**config.mk**
```make
export PLATFORM = sky130hd
export DESIGN_NAME = smul_top
export DESIGN_NICKNAME = d
export VERILOG_FILES = /design/src/rtl/smul_pkg.sv /design/src/rtl/smul_lane_mul.sv /design/src/rtl/smul_pp_stage.sv /design/src/rtl/smul_sum_stage.sv /design/src/rtl/smul_top.sv
export SDC_FILE = /design/constraint.sdc
export NUM_CORES = 1
export LEC_CHECK = 0
export BUFFER_PORTS_ARGS = -buffer_cell sky130_fd_sc_hd__buf_2
export CORE_MARGIN = 2
export CORE_UTILIZATION = 50
export DETAILED_ROUTE_END_ITERATION = 16
export PLACE_DENSITY_LB_ADDON = 0.05
export SLEW_MARGIN = 20
export SYNTH_ARGS = -nofsm -noshare
export SYNTH_HDL_FRONTEND = slang
export SYNTH_SLANG_ARGS = --single-unit
export TNS_END_PERCENT = 100
```
**constraint.sdc**
```tcl
create_clock -name clk_i -period 7.1 [get_ports clk_i]
set_input_delay 1.065 -clock clk_i [delete_from_list [all_inputs] [get_ports clk_i]]
set_output_delay 1.065 -clock clk_i [all_outputs]
set_load 0.005 [all_outputs]
```
**src/rtl/smul_pkg.sv**
```systemverilog
package smul_pkg;

  // byte lanes per 16-bit multiplier half
  localparam int unsigned NUM_LANES = 2;

  typedef enum logic [1:0] {
    SZ_BYTE = 2'b00,
    SZ_HALF = 2'b01,
    SZ_WORD = 2'b10,
    SZ_RSVD = 2'b11
  } size_e;

  function automatic logic is_byte_size(input logic [1:0] size);
    return size == SZ_BYTE;
  endfunction

endpackage

```
**src/rtl/smul_lane_mul.sv**
```systemverilog
module smul_lane_mul #(
  parameter  int unsigned LANE_W = 8,
  localparam int unsigned PP_W   = 2*LANE_W + 2
) (
  input  logic [LANE_W:0] a_i,
  input  logic [LANE_W:0] b_i,
  output logic [PP_W-1:0] p_o
);

  // lane operands arrive extended by one bit: zero for unsigned, sign for signed top lane
  logic signed [PP_W-1:0] a_sx, b_sx;

  assign a_sx = PP_W'($signed(a_i));
  assign b_sx = PP_W'($signed(b_i));
  assign p_o  = a_sx * b_sx;

endmodule

```
**src/rtl/smul_pp_stage.sv**
```systemverilog
module smul_pp_stage
  import smul_pkg::*;
#(
  parameter  int unsigned LANE_W = 8,
  localparam int unsigned OP_W   = NUM_LANES*LANE_W,
  localparam int unsigned PP_W   = 2*LANE_W + 2,
  localparam int unsigned NUM_PP = NUM_LANES*NUM_LANES
) (
  input  logic                        clk_i,
  input  logic                        rst_ni,
  input  logic                        valid_i,
  input  logic                        split_i,
  input  logic                        signed_i,
  input  logic [OP_W-1:0]             a_i,
  input  logic [OP_W-1:0]             b_i,
  output logic                        valid_o,
  output logic                        split_o,
  output logic [NUM_PP-1:0][PP_W-1:0] pp_o
);

  logic [NUM_LANES-1:0][LANE_W:0] a_ext, b_ext;
  logic [NUM_PP-1:0][PP_W-1:0]    pp_d;

  for (genvar l = 0; l < NUM_LANES; l++) begin : g_ext
    if (l == NUM_LANES-1) begin : g_top
      assign a_ext[l] = {signed_i & a_i[OP_W-1], a_i[l*LANE_W +: LANE_W]};
      assign b_ext[l] = {signed_i & b_i[OP_W-1], b_i[l*LANE_W +: LANE_W]};
    end else begin : g_low
      assign a_ext[l] = {1'b0, a_i[l*LANE_W +: LANE_W]};
      assign b_ext[l] = {1'b0, b_i[l*LANE_W +: LANE_W]};
    end
  end

  // pp index = a_lane*NUM_LANES + b_lane; diagonal entries are the split-mode lanes
  for (genvar ia = 0; ia < NUM_LANES; ia++) begin : g_row
    for (genvar ib = 0; ib < NUM_LANES; ib++) begin : g_col
      smul_lane_mul #(.LANE_W(LANE_W)) i_mul (
        .a_i (a_ext[ia]),
        .b_i (b_ext[ib]),
        .p_o (pp_d[ia*NUM_LANES+ib])
      );
    end
  end

  always_ff @(posedge clk_i or negedge rst_ni) begin
    if (!rst_ni) begin
      valid_o <= 1'b0;
      split_o <= 1'b0;
      pp_o    <= '0;
    end else begin
      valid_o <= valid_i;
      if (valid_i) begin
        split_o <= split_i;
        pp_o    <= pp_d;
      end
    end
  end

  // issue reaches stage 1 on the next edge
  p_capture_r5: assert property (@(posedge clk_i) disable iff (!rst_ni)
    valid_i |=> valid_o);

  // split issues are never signed
  p_split_unsigned_r2: assert property (@(posedge clk_i) disable iff (!rst_ni)
    (valid_i && split_i) |-> !signed_i);

  // split-lane products fit their 16-bit lane
  p_split_fit_r2: assert property (@(posedge clk_i) disable iff (!rst_ni)
    (valid_o && split_o) |->
      (pp_o[0][PP_W-1 -: 2] == 2'b00 && pp_o[NUM_PP-1][PP_W-1 -: 2] == 2'b00));

endmodule

```
**src/rtl/smul_sum_stage.sv**
```systemverilog
module smul_sum_stage
  import smul_pkg::*;
#(
  parameter  int unsigned LANE_W = 8,
  localparam int unsigned OP_W   = NUM_LANES*LANE_W,
  localparam int unsigned RES_W  = 2*OP_W,
  localparam int unsigned PP_W   = 2*LANE_W + 2,
  localparam int unsigned NUM_PP = NUM_LANES*NUM_LANES
) (
  input  logic                        clk_i,
  input  logic                        rst_ni,
  input  logic                        valid_i,
  input  logic                        split_i,
  input  logic [NUM_PP-1:0][PP_W-1:0] pp_i,
  output logic                        valid_o,
  output logic [RES_W-1:0]            result_o
);

  function automatic logic [RES_W-1:0] sext(input logic [PP_W-1:0] v);
    return {{(RES_W-PP_W){v[PP_W-1]}}, v};
  endfunction

  logic [RES_W-1:0] full_d, split_d, res_d;

  always_comb begin
    full_d  = '0;
    split_d = '0;
    for (int ia = 0; ia < NUM_LANES; ia++) begin
      for (int ib = 0; ib < NUM_LANES; ib++) begin
        full_d = full_d + (sext(pp_i[ia*NUM_LANES+ib]) << ((ia+ib)*LANE_W));
      end
      // cross terms dropped: each lane keeps only its own diagonal product
      split_d[ia*2*LANE_W +: 2*LANE_W] = pp_i[ia*NUM_LANES+ia][2*LANE_W-1:0];
    end
    res_d = split_i ? split_d : full_d;
  end

  always_ff @(posedge clk_i or negedge rst_ni) begin
    if (!rst_ni) begin
      valid_o  <= 1'b0;
      result_o <= '0;
    end else begin
      valid_o <= valid_i;
      if (valid_i) result_o <= res_d;
    end
  end

  // stage 2 valid follows stage 1 exactly
  p_emit_r5: assert property (@(posedge clk_i) disable iff (!rst_ni)
    valid_i |=> valid_o);
  p_quiet_r5: assert property (@(posedge clk_i) disable iff (!rst_ni)
    !valid_i |=> !valid_o);
  p_hold_r5: assert property (@(posedge clk_i) disable iff (!rst_ni)
    !valid_i |=> $stable(result_o));

endmodule

```
**src/rtl/smul_top.sv**
```systemverilog
module smul_top
  import smul_pkg::*;
#(
  parameter  int unsigned LANE_W = 8,
  localparam int unsigned OP_W   = NUM_LANES*LANE_W,
  localparam int unsigned DATA_W = 2*OP_W,
  localparam int unsigned PP_W   = 2*LANE_W + 2,
  localparam int unsigned NUM_PP = NUM_LANES*NUM_LANES
) (
  input  logic              clk_i,
  input  logic              rst_ni,
  input  logic              valid_i,
  input  logic [1:0]        size_i,
  input  logic              unsigned_i,
  input  logic [DATA_W-1:0] a_i,
  input  logic [DATA_W-1:0] b_i,
  output logic              valid_o,
  output logic [DATA_W-1:0] result_o
);

  logic                        split_op, signed_op;
  logic                        s1_valid, s1_split;
  logic [NUM_PP-1:0][PP_W-1:0] s1_pp;
  logic                        unused_hi;

  assign split_op  = is_byte_size(size_i);
  assign signed_op = !unsigned_i && !split_op;
  assign unused_hi = ^{a_i[DATA_W-1:OP_W], b_i[DATA_W-1:OP_W]};

  smul_pp_stage #(.LANE_W(LANE_W)) i_pp_stage (
    .clk_i    (clk_i),
    .rst_ni   (rst_ni),
    .valid_i  (valid_i),
    .split_i  (split_op),
    .signed_i (signed_op),
    .a_i      (a_i[OP_W-1:0]),
    .b_i      (b_i[OP_W-1:0]),
    .valid_o  (s1_valid),
    .split_o  (s1_split),
    .pp_o     (s1_pp)
  );

  smul_sum_stage #(.LANE_W(LANE_W)) i_sum_stage (
    .clk_i    (clk_i),
    .rst_ni   (rst_ni),
    .valid_i  (s1_valid),
    .split_i  (s1_split),
    .pp_i     (s1_pp),
    .valid_o  (valid_o),
    .result_o (result_o)
  );

  // port-level reference operands for the checks below
  logic [OP_W-1:0]   chk_a0, chk_b0, chk_a1, chk_b1;
  logic [DATA_W-1:0] chk_a_zx, chk_b_zx, chk_a_sx, chk_b_sx;

  assign chk_a0   = OP_W'(a_i[LANE_W-1:0]);
  assign chk_b0   = OP_W'(b_i[LANE_W-1:0]);
  assign chk_a1   = OP_W'(a_i[2*LANE_W-1:LANE_W]);
  assign chk_b1   = OP_W'(b_i[2*LANE_W-1:LANE_W]);
  assign chk_a_zx = DATA_W'(a_i[OP_W-1:0]);
  assign chk_b_zx = DATA_W'(b_i[OP_W-1:0]);
  assign chk_a_sx = DATA_W'($signed(a_i[OP_W-1:0]));
  assign chk_b_sx = DATA_W'($signed(b_i[OP_W-1:0]));

  p_split_low_r2: assert property (@(posedge clk_i) disable iff (!rst_ni)
    (valid_i && split_op) |=> ##1
      (valid_o && result_o[OP_W-1:0] == OP_W'($past(chk_a0, 2) * $past(chk_b0, 2))));

  p_split_high_r2: assert property (@(posedge clk_i) disable iff (!rst_ni)
    (valid_i && split_op) |=> ##1
      (valid_o && result_o[DATA_W-1:OP_W] == OP_W'($past(chk_a1, 2) * $past(chk_b1, 2))));

  p_full_unsigned_r3: assert property (@(posedge clk_i) disable iff (!rst_ni)
    (valid_i && !split_op && unsigned_i) |=> ##1
      (valid_o && result_o == DATA_W'($past(chk_a_zx, 2) * $past(chk_b_zx, 2))));

  p_full_signed_r4: assert property (@(posedge clk_i) disable iff (!rst_ni)
    (valid_i && !split_op && !unsigned_i) |=> ##1
      (valid_o && result_o == DATA_W'($past(chk_a_sx, 2) * $past(chk_b_sx, 2))));

  // output valid only behind a stage-1 valid
  p_valid_src_r5: assert property (@(posedge clk_i) disable iff (!rst_ni)
    valid_o |-> $past(s1_valid));

endmodule

```
==> results.ini, run 1 <==
[cells_and_area]
seq_area_um2 = 2580
multi_input_area_um2 = 11900
final_layout_size_suffix_gt1_frac = 0.0854
most_common_cell_after_layout_fill_and_taps_aside = inv_1
fill_cells = 2994
fin_nets = 2272
synthToLayoutAreaGrowth_pct = 6.28
antenna_cells_inserted = 0
final_core_util = 0.539
most_frequent_cells_in_the_layout = inv_1 (355), fa_1 (219), ha_1 (197)

[power]
clkPwrFrac = 0.072
design_power_total_w = 0.00710
power.ir.vdd_worst_mv = 0.227
switching_power_w = 0.00343
cellInternalPower_w = 0.00367
static-leakage-power_nw = 8.95
pwr-share-comb = 0.784
power.density_nw_per_um2 = 418
power.sequential.fraction = 0.143
power.switching_fraction = 0.484

[setup_path]
endpoint_kind = flip-flop
timing.critical_path.fanout_max = 6
startpoint_type = primary input
worst-endpoint-required_ns = 7.38
worst-endpoint-arrival_ns = 6.56
timing_worst_setup_path_type = in -> reg

[synth]
ys_seq_elements = 103
yosys-mux-area-fraction = 0.0399
post_synth_fa_ha_maj_area_fraction = 0.428
combinational_family_with_the_most_area_after_synthesis = adder cells
synth-compound-area-share = 0.0807
syn-instance-count = 1755
number_of_flops_mapped_to_enable_cells_by_yosys = 0
yosysSeqAreaShare = 0.161
synth-main-ff-cell = dfrtp_1
synthesis.nets = 2241
post_synth_xor_area_fraction = 0.0498
post_synth_and_or_nand_nor_area_fraction = 0.143
post_synth_num_cell_types = 52
syn_area_um2 = 16000
postSynthAreaPerCell_um2 = 9.12
async_reset_ff_frac = 1.00
yosysWarningCount = 0

[routing]
drt-initial-drc-count = 377
postRouteWirelength_um = 34000
ant_nets = 0
wire_per_inst_um = 15.5
residual_drc = 0
via_per_inst = 5.09
detail_route.first_pass.iterations = 8
vias = 11157

[sta]
fin_crit_ns = 6.28
worst_relative_slew_slack = 0.291
rsz0062_at_grt = false
timing.final.hold_violations = 0
worst-slew-pin-transition_ns = 1.05
max_freq_ghz = 0.159
finalSetupViolations = 0
totalNegativeSetupSlack_ns = 0
clock_skew_ns = 0.00961
post-route-period-util = 0.885
final-max-slew-violation-count = 0

[placement]
i_o_buffers = 70
place_hpwl_um = 27300
place_congestion = 0.823

[clock_tree]
clock_sinks = 103
clock_buffer_count_from_cts = 9
ctsRootBufferMaster = clkbuf_16
cts_tree = yes
htree_levels = 3
clk_pin_slew_ns = 0.07
postCtsResizedCells = 0
cts.path.max_buffers = 2
cts_hold_repair.buffers = 0
clock_latency_ns = 0.35
post_cts_buffers = 0

[global_routing]
grt_first_pass_wirelength_um = 58400
grt_antenna_before_repair = 0
maximum_number_of_pins_on_one_net_before_global_route_repair = 77
grt_overflow = 0
globalRouteTotalUtil = 0.218
grt_pass1_vias = 11494

[floorplanning]
die_height_um = 183
initial_core_util = 0.507
die_w_um = 183
dieArea_um2 = 33400
core_area_um2 = 31600
design.portCount = 103
std_cell_rows = 65

[run]
timing.max_cap.violations = 0

[status]
result_of_the_run = complete, no violations

[min_path]
hold_class = reg -> reg

Yosys cell counts (all sizes together), types with 4 or more instances:
library cell,count,area [um^2]
inv,355,1330
fa,219,4380
ha,197,2460
nand2,173,649
and2,149,932
dfrtp,103,2580
a21oi,73,369
nor2,69,259
xnor2,66,578
clkbuf,57,214
o21ai,54,270
mux2,46,518
xor2,25,219
a21o,21,158
a31oi,14,87.6
nand3,14,70.1
o21a,13,97.6
mux2i,12,120
and3,11,68.8
o21bai,10,75.1
nand2b,9,56.3
nor2b,9,56.3
nor3,7,35.0
nand3b,6,45.0
o211ai,6,55.1
or3,5,36.3
a211oi,4,30.0
or2,4,25.0
power by group through the flow:
| stage | logic, W | clock network, W | registers, W |
|---|---|---|---|
| floorplan | 0.00439 | 0 | 0.000996 |
| global placement | 0.00552 | 0 | 0.00103 |
| detailed placement | 0.00557 | 0 | 0.00103 |
| CTS | 0.00562 | 0.000530 | 0.00102 |
| global route | 0.00641 | 0.000552 | 0.00106 |
| finish | 0.00557 | 0.000514 | 0.00102 |
logic make-up after synthesis:
group,Yosys count
flops,103
mux,58
fa+ha+maj,416
compound gates,211
buf+inv,414
simple gates,462
xor+xnor,91
per-layer routing:
| layer | track usage | share of wire | wire, um | vias up |
|---|---|---|---|---|
| li1 | - | - | - | 5526 |
| met1 | 0.327 | 0.52 | 17700 | 5491 |
| met2 | 0.357 | 0.45 | 15300 | 129 |
| met3 | 0.0123 | 0.021 | 722 | 11 |
| met4 | 0.0326 | 0.0065 | 222 | 0 |
| met5 | 0 | 0 | 0 | - |
state kept, by name, summed over array words and instances, names as in the netlist:
name and cells:
i_pp_stage.pp_o 68, i_sum_stage.result_o 32, i_pp_stage.split_o 1, i_pp_stage.valid_o 1, i_sum_stage.valid_o 1
worst paths after layout:
path                                           from                       end  slack [ns]  cells past startpoint
setup reg to reg                 i_pp_stage.pp_o[8]  i_sum_stage.result_o[27]        1.96                     21
hold / removal             i_sum_stage.result_o[16]  i_sum_stage.result_o[16]        0.50                      1
max in group asynchronous                    rst_ni        i_pp_stage.valid_o        5.18                      2
setup / recovery                          size_i[1]       i_pp_stage.pp_o[35]        0.82                     21
min in group asynchronous                    rst_ni   i_sum_stage.result_o[9]        0.62                      1
hold reg to reg            i_sum_stage.result_o[16]  i_sum_stage.result_o[16]        0.50                      1
metrics by stage:
stage               worst slack (ns)  cells  hold slack [ns]  area, um^2
floorplan                       1.08   1755            0.352       16000
global placement               0.451   2177            0.484       16700
detailed placement             0.368   2177            0.491       16700
CTS                            0.735   2193            0.506       17000
global route                   0.512   2193            0.519       17000
finish                         0.818   2193            0.502       17000
worst max-delay path, stage by stage:
cell     delay (ns)
buf_2          0.08
nor2_1         0.08
nor2_1         0.52
nand2_1        0.14
or2_2          0.31
fa_1           0.51
fa_1           0.55
inv_1          0.05
fa_1           0.50
fa_1           0.55
inv_1          0.06
fa_1           0.53
inv_1          0.04
ha_1           0.32
a21o_1         0.20
a21oi_1        0.20
o21ai_1        0.12
nand4_1        0.12
a31oi_1        0.10
or3_1          0.35
a31oi_1        0.16
layout make-up:
type | instances | area share
clock buffer | 10 | 0.0141
clock inverter | 6 | 0.00405
inverter | 355 | 0.0784
multi-input combinational | 1238 | 0.697
sequential | 103 | 0.152
tap | 402 | 0.0296
timing repair buffer | 79 | 0.0249
Note: power is estimated with default switching activity, not from simulation.
==> run 2: changes to the inputs <==
==> constraint.sdc (replaced) <==
create_clock -name clk_i -period 5.19 [get_ports clk_i]
set_input_delay 0.7785 -clock clk_i [delete_from_list [all_inputs] [get_ports clk_i]]
set_output_delay 0.7785 -clock clk_i [all_outputs]
set_load 0.005 [all_outputs]
==> run 2 against run 1 <==
  * Wire length increased by 8.0%
  * Critical path type unchanged
  * Register-to-register slack got worse by 1.6 ns
  * Combinational power grew 56%
  * Power grew 53%
  * Count of clock-buffer cells in the layout is 1 lower
  * Hold slack is essentially flat
  * First-iteration DRC count grew 54%
  * Largest cell class unchanged
  * Sequential share of layout area fell by 1.3 points
  * Via count grew 5.0%
  * Cell count up 7.3%
==> results.ini, run 2 (synthesized netlist as in run 1, its figures left out) <==
[global_routing]
grt_pass1_vias = 12088  ; was 11494
grt_first_pass_wirelength_um = 61700  ; was 58400 um
grt_antenna_before_repair = 0  ; unchanged
maximum_number_of_pins_on_one_net_before_global_route_repair = 74  ; was 77
globalRouteTotalUtil = 0.233  ; was 0.218
grt_overflow = 0  ; unchanged

[placement]
place_hpwl_um = 30600  ; was 27300 um
i_o_buffers = 70  ; unchanged
dpl_cell_area_um2 = 17900  ; was 16700 um^2
place_congestion = 0.825  ; was 0.823

[routing]
vias = 11715  ; was 11157
drt-initial-drc-count = 582  ; was 377
detail_route.first_pass.iterations = 5  ; was 8
via_per_inst = 4.98  ; was 5.09
ant_nets = 0  ; unchanged
residual_drc = 0  ; unchanged
wire_per_inst_um = 15.6  ; was 15.5 um
postRouteWirelength_um = 36700  ; was 34000 um

[min_path]
hold_class = reg -> reg  ; unchanged

[clock_tree]
cts.path.max_buffers = 2  ; unchanged
htree_levels = 3  ; unchanged
clock_buffer_count_from_cts = 9  ; unchanged
cts_tree = yes  ; unchanged
ctsRootBufferMaster = clkbuf_16  ; unchanged
clock_sinks = 103  ; unchanged
clock_latency_ns = 0.38  ; was 0.35 ns
cts_hold_repair.buffers = 0  ; unchanged
clk_pin_slew_ns = 0.08  ; was 0.07 ns

[setup_path]
worst-endpoint-arrival_ns = 5.36  ; was 6.56 ns
worst-endpoint-required_ns = 5.46  ; was 7.38 ns
timing_worst_setup_path_type = in -> reg  ; unchanged
timing.critical_path.fanout_max = 4  ; was 6
startpoint_type = primary input  ; unchanged
endpoint_kind = flip-flop  ; unchanged

[run]
timing.max_cap.violations = 0  ; unchanged

[cells_and_area]
fin_nets = 2432  ; was 2272
max_reg_flops = 68  ; unchanged
final_layout_size_suffix_gt1_frac = 0.185  ; was 0.0854
registers.top_by_ff_count = i_pp_stage.pp_o  ; unchanged
synthToLayoutAreaGrowth_pct = 15.9  ; was 6.28%
most_frequent_cells_in_the_layout = inv_1 (349), fa_1 (218), ha_1 (187)  ; was inv_1 (355), fa_1 (219), ha_1 (197)
fill_cells = 2858  ; was 2994
antenna_cells_inserted = 0  ; unchanged
final_design_area_no_fill_um2 = 18500  ; was 17000 um^2
layout_top_registers = i_pp_stage.pp_o: 68 flops, i_sum_stage.result_o: 32 flops  ; unchanged
most_common_cell_after_layout_fill_and_taps_aside = inv_1  ; unchanged

[floorplanning]
core_area_um2 = 31600  ; unchanged
die_height_um = 183  ; unchanged
die_w_um = 183  ; unchanged
std_cell_rows = 65  ; unchanged
design.portCount = 103  ; unchanged
dieArea_um2 = 33400  ; unchanged
initial_core_util = 0.507  ; unchanged

[sta]
post-route-period-util = 0.981
max_freq_ghz = 0.196
worst-slew-pin-transition_ns = 0.928  ; was 1.05 ns
final-max-slew-violation-count = 0  ; unchanged
rsz0062_at_grt = true  ; was false
fin_crit_ns = 5.09
worst_relative_slew_slack = 0.382  ; was 0.291
finalSetupViolations = 0  ; unchanged
totalNegativeSetupSlack_ns = 0  ; unchanged
final.hold.worst_slack_ns = 0.501  ; was 0.502 ns
clock_skew_ns = 0.0176  ; was 0.00961 ns
timing.final.hold_violations = 0  ; unchanged

[power]
pwr-share-comb = 0.801  ; was 0.784
power.density_nw_per_um2 = 585  ; was 418 nW/um^2
power.sequential.fraction = 0.129  ; was 0.143
power.switching_fraction = 0.467  ; was 0.484
cellInternalPower_w = 0.00579  ; was 0.00367 W
power.ir.vdd_worst_mv = 0.333  ; was 0.227 mV
static-leakage-power_nw = 9.79  ; was 8.95 nW
clkPwrFrac = 0.069  ; was 0.072
switching_power_w = 0.00507  ; was 0.00343 W

[status]
result_of_the_run = complete, no violations  ; unchanged

run 2: changes by cell type in the layout (fill, tap and decap cells not counted), moves of 7 or more:
| cell | change |
|---|---|
| ha_4 | +9 |
| ha_1 | -10 |
| a21oi_1 | -9 |
| buf_6 | +7 |
| a21oi_2 | +8 |
| buf_4 | +154 |
run 2: routing by layer:
layer | vias up | track usage | part of all wire
li1 | 5844 | - | -
met1 | 5676 | 0.354 | 0.52
met2 | 175 | 0.363 | 0.43
met3 | 20 | 0.0222 | 0.034
met4 | 0 | 0.0486 | 0.012
met5 | - | 0 | 0
run 2: worst paths after layout:
path                                          startpoint                  endpoint  slack [ns]  cells after the start
worst max-delay path                           size_i[1]       i_pp_stage.pp_o[31]         0.1                     21
worst min-delay path            i_sum_stage.result_o[27]  i_sum_stage.result_o[27]        0.50                      1
worst max register to register        i_pp_stage.pp_o[8]  i_sum_stage.result_o[24]        0.34                     22
worst min register to register  i_sum_stage.result_o[27]  i_sum_stage.result_o[27]        0.50                      1
max in group asynchronous                         rst_ni       i_pp_stage.pp_o[56]        3.65                      2
min in group asynchronous                         rst_ni        i_pp_stage.pp_o[4]        0.55                      1
run 2: power groups by stage:
stage | logic [W] | registers, W | clock network, W
after CTS | 0.00846 | 0.00141 | 0.000773
after detailed placement | 0.00836 | 0.00142 | 0
after global routing | 0.00988 | 0.00145 | 0.000805
after floorplan | 0.00606 | 0.00136 | 0
after global placement | 0.00824 | 0.00141 | 0
final | 0.00870 | 0.00140 | 0.000751
run 2: timing repair:
| action | in CTS | in global routing |
|---|---|---|
| endpoints found under the setup margin | 7 | 18 |
| pin swaps | 8 | 24 |
| gates resized for setup | 2 | 47 |
| buffers inserted | 4 | 10 |
run 2: cell type report:
| class | instances | area, um^2 | share of cell area |
|---|---|---|---|
| multi-input cells | 1238 | 12100 | 0.654 |
| flip-flops and latches | 103 | 2580 | 0.139 |
| repair buffers | 239 | 1680 | 0.0907 |
| inverters | 355 | 1330 | 0.0719 |
| well taps | 402 | 503 | 0.0271 |
| clock buffers | 9 | 225 | 0.0121 |
| clock inverters | 7 | 92.6 | 0.00499 |
run 2: per-stage QoR:
step           worst slack [ns]  cells  utilization  total power (W)
4_1_cts                 0.00219   2344        0.579           0.0106
3_3_place_gp             -0.465   2324        0.567          0.00966
6_report                 0.0995   2353        0.588           0.0109
2_1_floorplan           -0.0373   1755            -          0.00742
3_5_place_dp             -0.523   2324        0.567          0.00978
5_1_grt                 -0.0871   2353        0.588           0.0121
run 2: worst max-delay path, stage by stage:
cell,delay (ns)
buf_6,0.08
nor2_4,0.05
nor2_4,0.14
nand2_4,0.10
or2_4,0.26
fa_1,0.46
fa_1,0.51
inv_1,0.05
fa_1,0.45
fa_1,0.53
inv_2,0.04
fa_1,0.51
inv_2,0.05
ha_4,0.20
a21o_1,0.20
a21oi_2,0.16
o21ai_2,0.07
buf_4,0.13
a21oi_1,0.16
xnor2_1,0.14
mux2_2,0.29
